## src/rtl/dcsr_pkg.sv

```systemverilog
package dcsr_pkg;

  localparam int BUS_AW = 7;    // word address width
  localparam int CH_MAX = 16;   // channel bitmap capacity
  localparam int LOOP_HI = 16;  // offset of second loop-arm half
  localparam int CTRL_W = 6;
  localparam int CTRL_BURST_BIT = 4;
  localparam int CTRL_DIR_BIT = 5;

  localparam logic [BUS_AW-1:0] W_STOP = 7'd80;  // byte 0x140
  localparam logic [BUS_AW-1:0] W_STAT = 7'd81;  // byte 0x144
  localparam logic [BUS_AW-1:0] W_MASK = 7'd82;  // byte 0x148
  localparam logic [BUS_AW-1:0] W_LOOP = 7'd84;  // byte 0x150

  typedef enum logic [2:0] {
    RK_NONE, RK_ADDR, RK_XLEN, RK_YLEN, RK_CTRL, RK_WIDTH
  } reg_kind_e;

  typedef struct packed {
    reg_kind_e  kind;
    logic [3:0] ch;
    logic       g_stop;
    logic       g_stat;
    logic       g_mask;
    logic       g_loop;
  } dec_t;

  // pending update: clears first, new events win over clears
  function automatic logic [CH_MAX-1:0] pend_next(
    input logic [CH_MAX-1:0] cur, input logic [CH_MAX-1:0] clr,
    input logic [CH_MAX-1:0] evt);
    return (cur & ~clr) | evt;
  endfunction

  // loop arming needs both halves of the loop word
  function automatic logic [CH_MAX-1:0] loop_pairs(input logic [31:0] lw);
    return lw[CH_MAX-1:0] & lw[LOOP_HI +: CH_MAX];
  endfunction

endpackage

```

## src/rtl/dcsr_decode.sv

```systemverilog
module dcsr_decode
  import dcsr_pkg::*;
#(
  parameter int NCH = 16
) (
  input  logic [BUS_AW-1:0] waddr,
  output dec_t              dec
);
  always_comb begin
    dec = '{kind: RK_NONE, ch: 4'd0, g_stop: 1'b0, g_stat: 1'b0,
            g_mask: 1'b0, g_loop: 1'b0};
    if (!waddr[6]) begin
      dec.ch = waddr[5:2];
      if (int'(waddr[5:2]) < NCH) begin
        unique case (waddr[1:0])
          2'd0: dec.kind = RK_ADDR;
          2'd1: dec.kind = RK_XLEN;
          2'd2: dec.kind = RK_YLEN;
          default: dec.kind = RK_CTRL;
        endcase
      end
    end else if (waddr[5:4] == 2'b00) begin
      dec.ch = waddr[3:0];
      if (int'(waddr[3:0]) < NCH) dec.kind = RK_WIDTH;
    end else begin
      dec.g_stop = (waddr == W_STOP);
      dec.g_stat = (waddr == W_STAT);
      dec.g_mask = (waddr == W_MASK);
      dec.g_loop = (waddr == W_LOOP);
    end
  end
endmodule

```

## src/rtl/dcsr_chan_bank.sv

```systemverilog
module dcsr_chan_bank
  import dcsr_pkg::*;
#(
  parameter int NCH    = 16,
  parameter int DATA_W = 32,
  parameter int LEN_W  = 16
) (
  input  logic                          clk,
  input  logic                          rst_n,
  input  logic                          wr_en,
  input  reg_kind_e                     wr_kind,
  input  logic [3:0]                    wr_ch,
  input  logic [DATA_W-1:0]             wdata,
  output logic [NCH-1:0][DATA_W-1:0]    addr_q,
  output logic [NCH-1:0][LEN_W-1:0]     xlen_q,
  output logic [NCH-1:0][LEN_W-1:0]     ylen_q,
  output logic [NCH-1:0][LEN_W-1:0]     width_q,
  output logic [NCH-1:0][CTRL_W-1:0]    ctrl_q,
  output logic [NCH-1:0]                start
);
  for (genvar c = 0; c < NCH; c++) begin : g_ch
    logic              hit;
    logic [DATA_W-1:0] a_r;
    logic [LEN_W-1:0]  x_r, y_r, w_r;
    logic [CTRL_W-1:0] c_r;
    logic              s_r;

    assign hit = wr_en && (wr_ch == 4'(c));

    always_ff @(posedge clk or negedge rst_n) begin
      if (!rst_n) begin
        a_r <= '0; x_r <= '0; y_r <= '0; w_r <= '0; c_r <= '0; s_r <= 1'b0;
      end else begin
        s_r <= hit && (wr_kind == RK_ADDR);
        if (hit) begin
          unique case (wr_kind)
            RK_ADDR:  a_r <= wdata;
            RK_XLEN:  x_r <= wdata[LEN_W-1:0];
            RK_YLEN:  y_r <= wdata[LEN_W-1:0];
            RK_CTRL:  c_r <= wdata[CTRL_W-1:0];
            RK_WIDTH: w_r <= wdata[LEN_W-1:0];
            default:  ;
          endcase
        end
      end
    end

    assign addr_q[c]  = a_r;
    assign xlen_q[c]  = x_r;
    assign ylen_q[c]  = y_r;
    assign width_q[c] = w_r;
    assign ctrl_q[c]  = c_r;
    assign start[c]   = s_r;
  end
endmodule

```

## src/rtl/dcsr_event_ctrl.sv

```systemverilog
module dcsr_event_ctrl
  import dcsr_pkg::*;
#(
  parameter int NCH = 16
) (
  input  logic           clk,
  input  logic           rst_n,
  input  logic           wr_stat,
  input  logic           wr_mask,
  input  logic           wr_stop,
  input  logic           wr_loop,
  input  logic [31:0]    wdata,
  input  logic [NCH-1:0] ch_done,
  input  logic [NCH-1:0] ch_half,
  output logic [NCH-1:0] pend_q,
  output logic [NCH-1:0] mask_q,
  output logic [31:0]    loop_q,
  output logic [NCH-1:0] stop_q,
  output logic [NCH-1:0] loop_en,
  output logic           irq
);
  logic [NCH-1:0] clr_bits;
  logic [NCH-1:0] evt_bits;
  logic [CH_MAX-1:0] pend_wide;
  logic [CH_MAX-1:0] pairs;

  assign clr_bits  = wr_stat ? wdata[NCH-1:0] : '0;
  assign evt_bits  = ch_done | ch_half;
  assign pend_wide = pend_next(CH_MAX'(pend_q), CH_MAX'(clr_bits), CH_MAX'(evt_bits));
  assign pairs     = loop_pairs(loop_q);

  always_ff @(posedge clk or negedge rst_n) begin
    if (!rst_n) begin
      pend_q <= '0; mask_q <= '0; loop_q <= '0; stop_q <= '0;
    end else begin
      pend_q <= pend_wide[NCH-1:0];
      stop_q <= wr_stop ? wdata[NCH-1:0] : '0;
      if (wr_mask) mask_q <= wdata[NCH-1:0];
      if (wr_loop) loop_q <= wdata;
    end
  end

  assign loop_en = pairs[NCH-1:0];
  assign irq     = |(pend_q & mask_q);
endmodule

```

## src/rtl/dma_csr_block.sv

```systemverilog
module dma_csr_block
  import dcsr_pkg::*;
#(
  parameter int NCH    = 16,
  parameter int DATA_W = 32,
  parameter int LEN_W  = 16
) (
  input  logic                    clk,
  input  logic                    rst_n,
  input  logic                    bus_sel,
  input  logic                    bus_wr,
  input  logic [BUS_AW-1:0]       bus_waddr,
  input  logic [DATA_W-1:0]       bus_wdata,
  output logic [DATA_W-1:0]       bus_rdata,
  input  logic [NCH-1:0]          ch_done,
  input  logic [NCH-1:0]          ch_half,
  output logic [NCH-1:0]          ch_start,
  output logic [NCH-1:0]          ch_stop,
  output logic [NCH-1:0]          ch_loop_en,
  output logic [NCH-1:0]          ch_burst,
  output logic [NCH-1:0]          ch_dir,
  output logic [NCH*DATA_W-1:0]   ch_addr,
  output logic [NCH*LEN_W-1:0]    ch_xlen,
  output logic [NCH*LEN_W-1:0]    ch_ylen,
  output logic [NCH*LEN_W-1:0]    ch_width,
  output logic                    irq
);
  dec_t dec;
  logic wr_cyc;
  logic [NCH-1:0][DATA_W-1:0] addr_q;
  logic [NCH-1:0][LEN_W-1:0]  xlen_q, ylen_q, width_q;
  logic [NCH-1:0][CTRL_W-1:0] ctrl_q;
  logic [NCH-1:0] sts_q;   // pending events, named for the checker
  logic [NCH-1:0] ien_q;   // interrupt mask, named for the checker
  logic [31:0]    loop_q;

  assign wr_cyc = bus_sel && bus_wr;

  dcsr_decode #(.NCH(NCH)) u_dec (.waddr(bus_waddr), .dec(dec));

  dcsr_chan_bank #(.NCH(NCH), .DATA_W(DATA_W), .LEN_W(LEN_W)) u_bank (
    .clk(clk), .rst_n(rst_n), .wr_en(wr_cyc), .wr_kind(dec.kind),
    .wr_ch(dec.ch), .wdata(bus_wdata), .addr_q(addr_q), .xlen_q(xlen_q),
    .ylen_q(ylen_q), .width_q(width_q), .ctrl_q(ctrl_q), .start(ch_start));

  dcsr_event_ctrl #(.NCH(NCH)) u_evt (
    .clk(clk), .rst_n(rst_n),
    .wr_stat(wr_cyc && dec.g_stat), .wr_mask(wr_cyc && dec.g_mask),
    .wr_stop(wr_cyc && dec.g_stop), .wr_loop(wr_cyc && dec.g_loop),
    .wdata(bus_wdata[31:0]), .ch_done(ch_done), .ch_half(ch_half),
    .pend_q(sts_q), .mask_q(ien_q), .loop_q(loop_q), .stop_q(ch_stop),
    .loop_en(ch_loop_en), .irq(irq));

  for (genvar c = 0; c < NCH; c++) begin : g_out
    assign ch_addr[c*DATA_W +: DATA_W] = addr_q[c];
    assign ch_xlen[c*LEN_W +: LEN_W]   = xlen_q[c];
    assign ch_ylen[c*LEN_W +: LEN_W]   = ylen_q[c];
    assign ch_width[c*LEN_W +: LEN_W]  = width_q[c];
    assign ch_burst[c] = ctrl_q[c][CTRL_BURST_BIT];
    assign ch_dir[c]   = ctrl_q[c][CTRL_DIR_BIT];
  end

  always_comb begin
    bus_rdata = '0;
    unique case (dec.kind)
      RK_ADDR:  bus_rdata = addr_q[dec.ch];
      RK_XLEN:  bus_rdata = DATA_W'(xlen_q[dec.ch]);
      RK_YLEN:  bus_rdata = DATA_W'(ylen_q[dec.ch]);
      RK_CTRL:  bus_rdata = DATA_W'(ctrl_q[dec.ch]);
      RK_WIDTH: bus_rdata = DATA_W'(width_q[dec.ch]);
      default: begin
        if (dec.g_stat) bus_rdata = DATA_W'(sts_q);
        if (dec.g_mask) bus_rdata = DATA_W'(ien_q);
        if (dec.g_loop) bus_rdata = DATA_W'(loop_q);
      end
    endcase
  end
endmodule

```

## config.mk

```make
export PLATFORM = sky130hd
export DESIGN_NAME = dma_csr_block
export DESIGN_NICKNAME = d
export VERILOG_FILES = /design/src/rtl/dcsr_pkg.sv /design/src/rtl/dcsr_decode.sv /design/src/rtl/dcsr_chan_bank.sv /design/src/rtl/dcsr_event_ctrl.sv /design/src/rtl/dma_csr_block.sv
export SDC_FILE = /design/constraint.sdc
export NUM_CORES = 2
export LEC_CHECK = 0
export BUFFER_PORTS_ARGS = -buffer_cell sky130_fd_sc_hd__buf_2
export CAP_MARGIN = 20
export CORE_AREA = 5 5 561 563
export DETAILED_ROUTE_END_ITERATION = 7
export DIE_AREA = 0 0 566 568
export PLACE_DENSITY = 0.49
export SLEW_MARGIN = 15
export SYNTH_ARGS = -nofsm -noshare
export SYNTH_HDL_FRONTEND = slang
export SYNTH_HIERARCHICAL = 1
export SYNTH_SLANG_ARGS = --single-unit
```

## constraint.sdc

```tcl
create_clock -name clk -period 5.25 [get_ports clk]
set_input_delay 1.05 -clock clk [delete_from_list [all_inputs] [get_ports clk]]
set_output_delay 1.05 -clock clk [all_outputs]
set_load 0.1 [all_outputs]
```

== After elaboration in Yosys (flattened, before gate mapping) ==
Cells that the tools add are included.

* Magnitude comparators: 1
* Equal/unequal tests: 26
* Muxes and demuxes: 21
* Bitwise operators: 6
* Reduce and logical (&&, ||, !) cells: 121

{| class="wikitable"
|+ Operators with widths
! kind !! number
|-
| binary-select mux 16 bit (select 4 bit) || 3
|-
| one-hot mux 32 bit (5 select lines) || 1
|-
| AND reduction 2 bit || 80
|-
| binary-select mux 32 bit (select 4 bit) || 1
|-
| 2-to-1 mux 16 bit || 6
|-
| 2-to-1 mux 32 bit || 3
|-
| bitwise AND 16 bit || 3
|-
| logical AND 1 bit || 37
|-
| equality test 4 bit (second input constant) || 8
|-
| OR 16 bit || 2
|-
| equality test 7 bit (second input constant) || 4
|-
| binary-select mux 6 bit (select 4 bit) || 1
|-
| equality test 4 x 3 -> 1 bit (second input constant) || 4
|-
| NOT 16 bit || 1
|-
| OR reduction 16 bit || 1
|-
| 2-to-1 mux 7 bit || 2
|-
| one-hot mux 3 bit (3 select lines) || 1
|-
| equality test 4 x 2 -> 1 bit (second input constant) || 2
|-
| 2-to-1 mux 4 bit || 2
|-
| equality test 3 x 2 -> 1 bit (second input constant) || 2
|-
| equality test 3 bit (second input constant) || 2
|-
| 2-to-1 mux 6 bit || 1
|-
| < comparator 4 x 5 -> 1 bit (second input constant) || 1
|-
| equality test 4 x 1 -> 1 bit (second input constant) || 1
|-
| other kinds (5) || 6
|}

* Bits in registers: 1472

== Longest topological paths before layout ==
* Depth in word-level cells: 8
* Gate-level depth with buffers: 14
* Mapped depth without buffers: 9

== Hierarchy ==
Netlist, hierarchy kept.

{| class="wikitable"
|+ By module, submodules not included
! module !! times used !! cells each !! area an instance (um2)
|-
| dcsr_chan_bank || 1 || 3180 || 52756.8
|-
| dma_csr_block || 1 || 936 || 11821.3
|-
| dcsr_event_ctrl || 1 || 210 || 3200.6
|-
| dcsr_decode || 1 || 31 || 210.2
|}

== Worst setup path before layout ==
Ideal clock, no wire load.

* Kind: input-to-output
* Start: input bus_waddr[5]
* End: output bus_rdata[14]
* Arrival time: 4.854 ns
* Required time: 4.200 ns
* Path slack: -0.654 ns
* Stages on the path: 11
* Buffers on the path: 4
* Path through: or2_1 buf_6 o22ai_1 buf_2 buf_2 clkbuf_1 mux4_2 mux2i_1 nand2_1 o211ai_1 a32oi_1

{| class="wikitable"
|+ RTL lines
! item !! RTL line !! RTL
|-
| start, declared || dma_csr_block.sv:12 || <nowiki>input logic [BUS_AW-1:0] bus_waddr,</nowiki>
|-
| end, declared || dma_csr_block.sv:14 || <nowiki>output logic [DATA_W-1:0] bus_rdata,</nowiki>
|}

==> results.md <==
* Static power due to leakage at between 0.04 and 0.05 uW
* Width of the chip at ~570 um
* Fin Setup TNS at -0.0414 ns
* Initial antenna violation count at 38
* Async set-or-reset flop fraction in the synthesized netlist at 100%
* Maximum fanout along the worst path at 11
* Clk root buf: clkbuf_16
* Total power at 35,500 uW
* Max Root-Sink Buffers at 4
* Setup violators final at 2
* Global-route total usage across every layer at about a quarter
* Per-cell via count in the routed design at between 4 and 5
* Die outline height at roughly 570 um
* Routed wire per std cell at 39.3 um
* Failing checks: setup timing
* Arrival time at the worst endpoint at ~4.2 ns
* Post-route clock period utilization at 101%
* Detailed Route Iter0 Violations at between 4k and 5k
* Setup repair after global routing missed its margin: yes
* Vias in the first global route at approximately 53k
* Simple-Gate Fraction of Synth Area at between 2 and 3%
* Wire length of the first global-routing pass at 535,000 um
* DRC violations left at 0
* Highest attainable clock frequency at ~190 MHz
* PortBufs at around 1.5k
* Syn nets at around 4.4k
* HPWL after detailed placement at between 300,000 and 400,000 um
* Cell Area, Synth at 68,000 um^2
* PwrDens at 386 nW/um^2
* Final weighted congestion in routability-driven placement at 0.938
* Minimum setup slack in the final design at -0.0308 ns
* Xor/xnor cell area share of the yosys netlist at 0%
* Min cycle time layout at 5.28 ns
* Fraction of layout cells with a size suffix above 1 at about 68%
* Sequential area share after synthesis at 54.2%
* TritonCTS clock tree: done
* Max capacitance violation total at 0
* Crit path cell chain: buf_6 -> or2_4 -> buf_6 -> o22ai_4 -> buf_12 -> buf_16 -> buf_12 -> buf_4 -> buf_4 -> mux2i_1 -> a22oi_1 -> nand3_1 -> nand3_2 -> a211oi_4 -> o21ai_4 -> buf_12
* Remaining antenna violation count at 0
* Compound-Gate Fraction of Synth Area at roughly 2.3%
* Clock skew after layout at 0 ns
* Max rail drop VDD at approximately 0.31 mV
* TritonCTS buffer count at ~180
* Library cell appearing most often on the critical path: buf_12
* Final Max Slew Viols at 0
* Dominant combinational cell family by area after synthesis: multiplexers
* Final layout net count at 6,211
* Dpl ws at -0.934 ns
* Routed Wire Length at 408,000 um
* Placeable core area at roughly 300,000 um^2
* Clock sink count at roughly 1.5k
* Post-synth top flop: dfrtp_1
* Area added between synthesis and finish at 35.2%
* Effective utilization at floorplan at between 20 and 25%
* Cell type of the slowest stage on the worst timing path: mux2i_1
* Mux cell area share after synthesis at a little under two fifths
* Largest net degree at the start of global routing at around 150
* Clock Latency Late Sink at 0.80 ns
* Final Hold Slack at around 0.31 ns
* Number of top-level design ports at between 1k and 1.5k
* Category of the worst setup path capture point: primary output
* Slew at the pin closest to its max-slew limit at about 1.1 ns
* Delay of the slowest cell on the worst path at roughly 0.4 ns
* Max-slew headroom at the worst pin at a little over a quarter
* Worst setup path category: in2out
* Number of enable flip-flop cells after synthesis at 0
* Cells after Synth at approximately 4.4k
* CTS clk-pin slew, worst paths at about 0.060 ns
* Aggregate global routing overflow at 0
* Count of TritonRoute iterations in the first routing pass at 6
* Number of buffer and inverter stages on the critical path at 8
* Post-synthesis share of cell area spent on full adders, half adders and majority gates at less than 1%
* DR vias at around 50k
* Total die area at about 320,000 um^2
* Hold Violations, Final at 0
* Count of warnings emitted by yosys at 6
* Average size of a mapped cell at 15.6 um^2
* Deepest level of the CTS H-tree at 4
* Critical path launch point type: primary input
* Reg2Reg Setup Slack at between 4 and 5 ns
* Post-synthesis register bit count at between 1k and 1.5k
* Number of different library cells in the post-synthesis netlist at ~70
* Status: finished with violations
* Required time of the worst setup path at 4.20 ns
* Num rows at about 200
* Path category of the worst min-delay check: in2async
* Largest delay contributor family on the critical path: buffers and inverters
power breakdown:
group          internal (uW)  switching (uW)  leakage [uW]  total, uW
Sequential             12000             740        0.0202      12800
Clock                   7710            5340       0.00299      13100
Combinational           2130            7510        0.0232       9640
what timing repair did:
item	4_1_cts	5_1_grt
resized for setup	146	86
pin swaps	18	27
cloned	11	2
hold buffers	0	0
setup endpoints to repair	21	18
buffers inserted	43	23
registers in the layout, summed over array words and instances (netlist names):
name	flops
u_bank/g_ch.a_r	512
u_evt/loop_q	32
u_bank/g_ch.w_r	256
u_bank/g_ch.c_r	96
u_evt/stop_q	16
u_bank/g_ch.y_r	256
u_evt/mask_q	16
u_bank/g_ch.s_r	16
u_evt/pend_q	16
u_bank/g_ch.x_r	256
stage by stage:
stage | std cells | instance area (um^2) | utilization, %
final | 10400 | 91900 | 29.8
after global routing | 10400 | 91900 | 29.8
after CTS | 10400 | 91200 | 29.6
after detailed placement | 9994 | 83700 | 27.2
after global placement | 9994 | 83700 | 27.1
after floorplan | 4357 | 68100 | -
per-layer routing:
layer	wire (um)	GRT usage, %
met1	153000	28.5
met2	195000	40.5
met5	50	0
met4	25500	12.7
met3	35500	7.62
synth_stat cells, types with 6 or more instances:
cell type	n	area, um^2
buf_6	24	270
nand4bb_1	6	67.6
nand3_1	21	105
mux2_1	7	78.8
and2_1	35	219
nor3_1	11	55.1
a22o_1	22	193
o21ai_0	13	65.1
buf_4	72	541
mux2_4	27	405
mux2_2	1417	16000
buf_1	23	86.3
a211oi_1	14	105
and3_1	7	43.8
inv_1	16	60.1
nor2_4	14	158
o22ai_1	28	175
nor2_2	12	75.1
nor2b_1	19	119
a32oi_1	6	52.6
or4_1	6	45.0
mux4_2	333	7500
dfrtp_1	1472	36800
a211o_1	16	140
clkbuf_1	180	676
a21oi_1	24	120
buf_2	123	616
mux2i_1	137	1370
nor3_2	7	70.1
o211ai_1	14	105
nand2_2	10	62.6
nand2_1	74	278
nor2_1	28	105
a22oi_1	29	218
a2111oi_0	7	61.3
a221oi_1	14	123
final cells by class:
| cell class | count | area (um^2) |
|---|---|---|
| Multi-Input combinational cell | 2444 | 30000 |
| Tap cell | 4120 | 5150 |
| Timing Repair Buffer | 2017 | 13700 |
| Inverter | 16 | 60.1 |
| Antenna cell | 9 | 22.5 |
| Fill cell | 31500 | 216000 |
| Clock buffer | 255 | 5230 |
| Clock inverter | 72 | 892 |
| Sequential cell | 1472 | 36800 |
final timing paths:
kind | end | cells past startpoint | from
min reg2reg | u_bank/g_ch[7].a_r[2] | 1 | u_bank/g_ch[7].a_r[2]
min | u_bank/g_ch[9].a_r[11] | 1 | rst_n
max reg2reg | u_evt/loop_q[18] | 1 | u_evt/loop_q[18]
min in group clk | u_evt/pend_q[13] | 2 | ch_half[13]
max | bus_rdata[8] | 16 | bus_waddr[5]
max in group asynchronous | u_bank/g_ch[1].y_r[13] | 2 | rst_n
logic make-up (layout without fill, tap and decap cells):
logic type / after synthesis / after routing
DFF: 1472 / 1472
adders and majority gates: 4 / 4
buffers and inverters: 441 / 2360
other: 0 / 9
AOI/OAI and AO/OA: 210 / 210
muxes: 1921 / 1921
and+or+nand+nor: 309 / 309
cells in the final DEF (no fill, tap or decap), types with 16 or more instances in the layout:
cell	instances
and2_1	35
clkinv_2	29
nand2_2	19
buf_6	29
mux2_2	1416
a21oi_1	17
nor2_1	17
clkbuf_8	38
buf_2	1416
nor2_4	30
a211o_1	16
dfrtp_1	1472
inv_1	16
buf_16	18
a22oi_1	28
nand2_1	57
mux2i_4	24
mux2i_1	101
clkbuf_16	185
mux2_4	28
buf_4	427
mux4_2	333
a22o_1	22
o22ai_1	19
clkbuf_1	34
buf_12	117
No activity file was read; power rests on OpenSTA's default activity.
